$ cat src/rtl/chan_irq_pkg.sv
package chan_irq_pkg;
    localparam int NCH    = 4;
    localparam int NCAUSE = 5;
    localparam int DW     = 8;
    localparam int AW     = 4;
    localparam int CHW    = $clog2(NCH);
    localparam int VSH    = DW - NCH;

    localparam logic [AW-1:0] A_VEC    = AW'(2 * NCH);
    localparam logic [AW-1:0] A_CHMASK = AW'(2 * NCH + 1);
    localparam logic [AW-1:0] A_CFG    = AW'(2 * NCH + 2);
    localparam logic [DW-1:0] VEC_OE_LO = DW'((1 << NCH) - 1);

    typedef enum logic [2:0] {
        RK_NONE,
        RK_STAT,
        RK_CMASK,
        RK_VEC,
        RK_CHMASK,
        RK_CFG
    } reg_kind_e;

    typedef struct packed {
        reg_kind_e        kind;
        logic [CHW-1:0]   chan;
    } reg_sel_t;

    function automatic reg_sel_t decode_addr(input logic [AW-1:0] a);
        reg_sel_t s;
        s.kind = RK_NONE;
        s.chan = '0;
        if (a < AW'(NCH)) begin
            s.kind = RK_STAT;
            s.chan = CHW'(a);
        end else if (a < AW'(2 * NCH)) begin
            s.kind = RK_CMASK;
            s.chan = CHW'(a - AW'(NCH));
        end else if (a == A_VEC) begin
            s.kind = RK_VEC;
        end else if (a == A_CHMASK) begin
            s.kind = RK_CHMASK;
        end else if (a == A_CFG) begin
            s.kind = RK_CFG;
        end
        return s;
    endfunction
endpackage

$ cat src/rtl/chan_irq_cell.sv
module chan_irq_cell #(
    parameter int NC = 5
) (
    input  logic          clk,
    input  logic          rst,
    input  logic [NC-1:0] evt,
    input  logic          chan_hide,
    input  logic          clr,
    input  logic          mask_we,
    input  logic [NC-1:0] mask_wdata,
    output logic [NC-1:0] shown,
    output logic [NC-1:0] cmask
);
    logic [NC-1:0] pend_q;
    logic [NC-1:0] pend_d;
    logic [NC-1:0] cmask_q;

    // causes the host can see right now
    always_comb begin
        shown = chan_hide ? '0 : (pend_q & ~cmask_q);
    end

    // only the shown causes are cleared; a coincident event is set again
    always_comb begin
        pend_d = (pend_q & ~(clr ? shown : '0)) | evt;
    end

    always_ff @(posedge clk) begin
        if (rst) begin
            pend_q  <= '0;
            cmask_q <= '0;
        end else begin
            pend_q <= pend_d;
            if (mask_we) begin
                cmask_q <= mask_wdata;
            end
        end
    end

    assign cmask = cmask_q;
endmodule

$ cat src/rtl/chan_irq_bus.sv
module chan_irq_bus
    import chan_irq_pkg::*;
(
    input  logic                         rd,
    input  reg_sel_t                     sel,
    input  logic [NCH-1:0][NCAUSE-1:0]   shown,
    input  logic [NCH-1:0][NCAUSE-1:0]   cmask,
    input  logic [NCH-1:0]               vec,
    input  logic [NCH-1:0]               chmask,
    input  logic                         cfg_hi,
    output logic [DW-1:0]                rdata,
    output logic [DW-1:0]                oe
);
    always_comb begin
        rdata = '0;
        oe    = '0;
        if (rd) begin
            oe = '1;
            unique case (sel.kind)
                RK_STAT:   rdata = DW'(shown[sel.chan]);
                RK_CMASK:  rdata = DW'(cmask[sel.chan]);
                RK_VEC: begin
                    rdata = cfg_hi ? (DW'(vec) << VSH) : DW'(vec);
                    oe    = cfg_hi ? (VEC_OE_LO << VSH) : VEC_OE_LO;
                end
                RK_CHMASK: rdata = DW'(chmask);
                RK_CFG:    rdata = DW'(cfg_hi);
                default:   rdata = '0;
            endcase
        end
    end
endmodule

$ cat src/rtl/chan_irq_hub.sv
module chan_irq_hub
    import chan_irq_pkg::*;
(
    input  logic                  clk,
    input  logic                  rst,
    input  logic [NCH*NCAUSE-1:0] evt,
    input  logic                  bus_rd,
    input  logic                  bus_wr,
    input  logic [AW-1:0]         bus_addr,
    input  logic [DW-1:0]         bus_wdata,
    output logic [DW-1:0]         bus_rdata,
    output logic [DW-1:0]         bus_oe,
    output logic                  irq_drv_low
);
    reg_sel_t                     sel;
    logic [NCH-1:0][NCAUSE-1:0]   shown;
    logic [NCH-1:0][NCAUSE-1:0]   cmask_a;
    logic [NCH*NCAUSE-1:0]        cmask_flat;
    logic [NCH-1:0]               vis_vec;
    logic [NCH-1:0]               chmask_q;
    logic                         cfg_hi_q;

    assign sel = decode_addr(bus_addr);

    for (genvar c = 0; c < NCH; c++) begin : g_ch
        logic clr_c;
        logic we_c;
        assign clr_c = bus_rd && (sel.kind == RK_STAT)  && (sel.chan == CHW'(c));
        assign we_c  = bus_wr && (sel.kind == RK_CMASK) && (sel.chan == CHW'(c));

        chan_irq_cell #(.NC(NCAUSE)) u_cell (
            .clk        (clk),
            .rst        (rst),
            .evt        (evt[c*NCAUSE +: NCAUSE]),
            .chan_hide  (chmask_q[c]),
            .clr        (clr_c),
            .mask_we    (we_c),
            .mask_wdata (bus_wdata[NCAUSE-1:0]),
            .shown      (shown[c]),
            .cmask      (cmask_a[c])
        );

        assign vis_vec[c] = |shown[c];
        assign cmask_flat[c*NCAUSE +: NCAUSE] = cmask_a[c];
    end

    always_ff @(posedge clk) begin
        if (rst) begin
            chmask_q <= '0;
            cfg_hi_q <= 1'b0;
        end else if (bus_wr) begin
            if (sel.kind == RK_CHMASK) begin
                chmask_q <= bus_wdata[NCH-1:0];
            end
            if (sel.kind == RK_CFG) begin
                cfg_hi_q <= bus_wdata[0];
            end
        end
    end

    chan_irq_bus u_bus (
        .rd     (bus_rd),
        .sel    (sel),
        .shown  (shown),
        .cmask  (cmask_a),
        .vec    (vis_vec),
        .chmask (chmask_q),
        .cfg_hi (cfg_hi_q),
        .rdata  (bus_rdata),
        .oe     (bus_oe)
    );

    assign irq_drv_low = |vis_vec;
endmodule

$ cat config.mk
export PLATFORM = sky130hd
export DESIGN_NAME = chan_irq_hub
export DESIGN_NICKNAME = d
export VERILOG_FILES = /design/src/rtl/chan_irq_pkg.sv /design/src/rtl/chan_irq_cell.sv /design/src/rtl/chan_irq_bus.sv /design/src/rtl/chan_irq_hub.sv
export SDC_FILE = /design/constraint.sdc
export NUM_CORES = 1
export LEC_CHECK = 0
export BUFFER_PORTS_ARGS = -buffer_cell sky130_fd_sc_hd__buf_2
export CORE_AREA = 2 2 74 76
export CTS_CLUSTER_SIZE = 24
export DETAILED_ROUTE_END_ITERATION = 8
export DIE_AREA = 0 0 76 78
export PLACE_DENSITY = 0.72
export SKIP_CTS_REPAIR_TIMING = 1
export SLEW_MARGIN = 0
export SYNTH_ARGS = -nofsm -noshare
export SYNTH_HDL_FRONTEND = slang
export SYNTH_SLANG_ARGS = --single-unit
$ cat constraint.sdc
create_clock -name clk -period 2.13 [get_ports clk]
set_input_delay 0.1065 -clock clk [delete_from_list [all_inputs] [get_ports clk]]
set_output_delay 0.1065 -clock clk [all_outputs]
set_load 0.02 [all_outputs]
Word-level counts from Yosys, hierarchy flattened

Cells that the tools add are included.

Register bits: 45
Input bits: 36
Output and inout port bits: 17
Logic and storage cells: 87

$add $sub $neg: 1
Magnitude comparators: 3
Equal/unequal tests: 11
Muxes and demuxes: 24
Bitwise operators: 20
Reduce and logical (&&, ||, !) cells: 18

Operators with widths:

| operator              | count |
|---|---|
| $mux W5               | 11 |
| $and A5 B5 Y5         | 8 |
| $mux W8               | 5 |
| $not A5 Y5            | 8 |
| $pmux W8 S5           | 1 |
| $bmux W5 S2           | 2 |
| $or A5 B5 Y5          | 4 |
| $reduce_or A20 Y1     | 1 |
| $reduce_or A5 Y1      | 4 |
| $eq A4 B4 Y1 const B  | 3 |
| $mux W3               | 4 |
| $logic_and A1 B1 Y1   | 10 |
| $eq A3 B2 Y1 const B  | 2 |
| $eq A3 B3 Y1 const B  | 2 |
| $eq A2 B2 Y1 const B  | 2 |
| $lt A4 B3 Y1 const B  | 1 |
| $lt A4 B4 Y1 const B  | 1 |
| $reduce_and A2 Y1     | 2 |
| $eq A3 B1 Y1 const B  | 1 |
| $lt A2 B3 Y1 const B  | 1 |
| $eq A2 B1 Y1 const B  | 1 |
| $logic_not A2 Y1      | 1 |
| $mux W2               | 1 |
| $sub A2 B1 Y2 const B | 1 |

Longest topological paths before layout

Depth in word-level cells: 13
Gate-level depth with buffers: 7
Mapped depth without buffers: 5

Cells and area by module

Synthesis repeated with hierarchy kept, for this count alone.

Cells, all modules: 286
Area total of the unflattened synthesis: 2713.9 um^2

Modules (own cells, without submodules):

| module        | instances | cells each | area an instance (um^2) | sequential area each (um^2) |
|---|---|---|---|---|
| chan_irq_cell | 4         | 43         | 430.4                   | 200.2 |
| chan_irq_bus  | 1         | 53         | 561.8                   | 0.0 |
| chan_irq_hub  | 1         | 61         | 430.4                   | 100.1 |

Worst setup path after synthesis

OpenSTA, ideal clock, no wires.

Path type: input-to-output
Start point: input port bus_addr[1]
End point: output port bus_rdata[4]
Arrival time: 1.347 ns
Required time: 2.024 ns
Slack: 0.677 ns
Stages on the path: 6
Path buffers: 2
Cell sequence: buf_4 buf_4 mux2i_1 a21oi_1 nor2_1 o311ai_1

Longest elaborated chain between the ends: 9
Elaborated cells between the ends (all ways): 23
Those cells by class: add/sub (1); order compare (2); eq/ne (8); mux (12)

Ends and longest elaborated chain:

| what                                                | line               | text |
|---|---|---|
| start, declared                                     | chan_irq_hub.sv:9  | `input logic [AW-1:0] bus_addr,` |
| $eq A4 B4 Y1                                        | chan_irq_pkg.sv:42 | `end else if (a == A_CFG) begin` |
| $mux W3                                             | chan_irq_pkg.sv:42 |  |
| $mux W3                                             | chan_irq_pkg.sv:40 | `end else if (a == A_CHMASK) begin` |
| $mux W3                                             | chan_irq_pkg.sv:38 | `end else if (a == A_VEC) begin` |
| $mux W3                                             | chan_irq_pkg.sv:35 | `end else if (a < AW'(2 * NCH)) begin` |
| $mux W5 (*)                                         | chan_irq_pkg.sv:32 | `if (a < AW'(NCH)) begin` |
| branches (longest 1 deep; another with $bmux W5 S2) | -                  |  |
| $pmux W8 S5 (*)                                     | chan_irq_bus.sv:19 | `unique case (sel.kind)` |
| $mux W8 (*)                                         | chan_irq_bus.sv:17 | `if (rd) begin` |
| end, declared                                       | chan_irq_hub.sv:11 | `output logic [DW-1:0] bus_rdata,` |

Every way passes the cells marked *. The select of a mux whose other input is x is not followed.

Worst setup path after layout

Start point: register g_ch[0].u_cell.cmask_q[3]
End point: output port irq_drv_low

Longest elaborated chain between the ends: 4

Ends and longest elaborated chain:

| what                   | line                | text |
|---|---|---|
| start, declared        | chan_irq_cell.sv:16 | `logic [NC-1:0] cmask_q;` |
| start signal, assigned | chan_irq_cell.sv:35 | `cmask_q <= mask_wdata;` |
| $not A5 Y5             | chan_irq_cell.sv:20 | `shown = chan_hide ? '0 : (pend_q & ~cmask_q);` |
| $and A5 B5 Y5          | chan_irq_cell.sv:20 |  |
| $mux W5                | chan_irq_cell.sv:20 |  |
| $reduce_or A20 Y1      | chan_irq_hub.sv:73  | `assign irq_drv_low = \|vis_vec;` |
| end, declared          | chan_irq_hub.sv:13  | `output logic irq_drv_low` |

No other way between the ends.

==> results.cfg <==
[outcome]
status = complete, no violations

[worst_setup_path]
crit_chain = nor2b_1 > nor2_1 > a41oi_1 > or4_1 > buf_2
critPathLaunchType = register
r2r_cells = 4
crit_type = reg2out
r2r_end = g_ch[1].u_cell.pend_q[4]
critical_path.endpoint = irq_drv_low
startpoint = g_ch[0].u_cell.cmask[3]
r2r-start = chmask_q[1]
worstPathMaxFanout = 4
crit_arrival_ns = 1.90
endpoint_kind = output pin
reg2reg_slack_ns = 0.92
max_stage_delay_ns = 0.52
critPathRequiredTime_ns = 2.02
slowest_stage = or4_1

[detailed_routing]
vias = 2303
drt-met1-wl_um = 2906
dr.first_iter.drc_count = 198
drt-total-wl_um = 6495
wl_per_cell_um = 15.96
highest_layer = met4
dr_wl_met2_um = 3010
routed-wl-met3_um = 426
drtPass1Iterations = 4
viasPerCell = 5.658
drc = 0
ant_nets = 0

[final_layout]
final_nets = 373
final_common_cell = buf_2
final_util_pct = 54.54
final_cell_mix = buf_2 (49), dfxtp_1 (45), a21oi_1 (31)
diodes = 0
drive_gt1_share_pct = 21.36
area_growth_pct = 11.57
nFillCells = 510

[sta]
setup_tns_ns = 0
final_hold_viol_count = 0
fin_skew_ns = 0.008582
fmax_mhz = 497.9
setup_slack_ns = 0.1214
relSlewSlack_pct = 46.41
final-setup-viol-count = 0
rsz0062_at_grt = no
tightest_slew_ns = 0.8038
report.final.slew_viol_count = 0
finalCritPeriodShare_pct = 94.30
period_needed_ns = 2.009

[synth]
netlist_instances = 301
synth_edf_count = 0
ys_seq_area_share_pct = 36.55
yosys_warnings = 0
synth-seq-cells = 45
synthArstFlopShare_pct = 0
synthesis.area_sq_mm = 0.002465
syn_avg_cell_area_sq_um = 8.189
syn_nets = 337
synth_top_flop_cell = dfxtp_1
synth_cell_types = 51

[die]
die_h_um = 78
start_util_pct = 48.88
pin_count = 53
chipWidth_um = 76
dieArea_sq_mm = 0.005928
placementRows = 26
core_sq_mm = 0.005042

[clocking]
numCtsBuffers = 5
cts_root_buf = clkbuf_8
clkLatencyLatePin_ns = 0.30
clk_pin_slew_worst_paths_ns = 0.09
htree_levels = 2
cts.sinks = 45
cts_tree = done
cts_buffer_depth = 2

[power_and_ir_drop]
total_power_w = 0.001686
power_density_mw_per_mm2 = 613.1
peakVddDrop_mv = 0.3713
p_leak_nw = 1.170

[placement]
place_ws_ns = 0.3663
gp_congestion = 0.9347
dp_hpwl_um = 4863
io_buffers = 49

[global_route]
grt_max_degree = 46
grt_pass1_wl_um = 11050
antenna_found_initial = 0
overflow = 0
grt_usage_pct = 23.58
grt_pass1_vias = 2200

[worst_hold_path]
min_path_type = in2reg
hold_depth = 3

[job]
cap_viol_max_count = 0
[routing by layer]
| layer | vias up | GRT usage (%) |
|---|---|---|
| met3 | 15 | 4.884 |
| met1 | 1082 | 31.50 |
| met5 | - | 0 |
| li1 | 1117 | - |
| met4 | 0 | 9.818 |
| met2 | 89 | 37.23 |
[synthesized netlist by cell type (2+ instances only)]
library cell / count / area [sq um]
mux4_2: 2 / 45.04
nor2_1: 27 / 101.4
o21ai_0: 30 / 150.1
clkbuf_1: 6 / 22.52
mux2i_1: 17 / 170.2
and2_1: 2 / 12.51
nor2b_1: 11 / 68.82
buf_4: 8 / 60.06
nand2_1: 15 / 56.30
nor3_1: 2 / 10.01
a21oi_1: 31 / 155.2
o22ai_1: 5 / 31.28
o31ai_1: 3 / 22.52
nand2b_1: 16 / 100.1
mux2_2: 2 / 22.52
dfxtp_1: 45 / 900.9
a222oi_1: 2 / 20.02
nand3b_1: 2 / 15.01
a22oi_1: 3 / 22.52
and3_1: 2 / 12.51
inv_1: 24 / 90.09
a31oi_1: 4 / 25.02
nand3_1: 8 / 40.04
o221ai_1: 2 / 17.52
buf_2: 2 / 10.01
a22o_1: 3 / 26.28
buf_6: 3 / 33.78
[through the flow]
| step | instances | instance area (sq um) | hold slack (ns) |
|---|---|---|---|
| floorplan | 301 | 2465 | 0.2360 |
| global placement | 400 | 2668 | 0.3397 |
| CTS | 407 | 2750 | 0.01887 |
| detailed placement | 400 | 2668 | 0.3459 |
| finish | 407 | 2750 | 0.02093 |
| global route | 407 | 2750 | 0.01900 |
[power by group]
part,total (W),switching [W],leakage [nW],internal (W)
clock,0.000527,0.000300,0.0444,0.000227
sequential,0.000893,0.0000193,0.370,0.000874
combinational,0.000266,0.000166,0.756,0.000100
[kinds of logic (layout without fill, tap and decap cells)]
group | Yosys count | after routing | share of synthesized area [%]
compound gates | 93 | 93 | 22.64
buf+inv | 44 | 80 | 8.934
mux | 21 | 21 | 9.644
flops | 45 | 45 | 36.55
simple gates | 98 | 98 | 22.23
[worst max-delay path: cells and delay by family (launching register included)]
family          cells  cell delay, ns
simple gates        3            0.75
flops               1            0.43
compound gates      1            0.24
buf+inv             1            0.17
[cell type report]
type / count / area, sq um / share of cell area [%]
clock buffers: 5 / 68.82 / 2.502
clock inverters: 2 / 13.76 / 0.5005
inverters: 24 / 90.09 / 3.276
multi-input cells: 212 / 1344 / 48.86
flip-flops and latches: 45 / 900.9 / 32.76
well taps: 70 / 87.58 / 3.185
repair buffers: 49 / 245.2 / 8.917
[registers in the layout (all words and copies together), names as in the netlist]
register,flops
chmask_q,4
g_ch.u_cell.cmask,20
cfg_hi_q,1
g_ch.u_cell.pend_q,20
[worst min path at each step]
stage             from                        to
3_5_place_dp   evt[11]  g_ch[2].u_cell.pend_q[1]
3_3_place_gp   evt[11]  g_ch[2].u_cell.pend_q[1]
2_1_floorplan   evt[0]  g_ch[0].u_cell.pend_q[0]
5_1_grt         evt[3]  g_ch[0].u_cell.pend_q[3]
6_report       evt[17]  g_ch[3].u_cell.pend_q[2]
4_1_cts        evt[11]  g_ch[2].u_cell.pend_q[1]
Power figures use the tool's default switching activity.
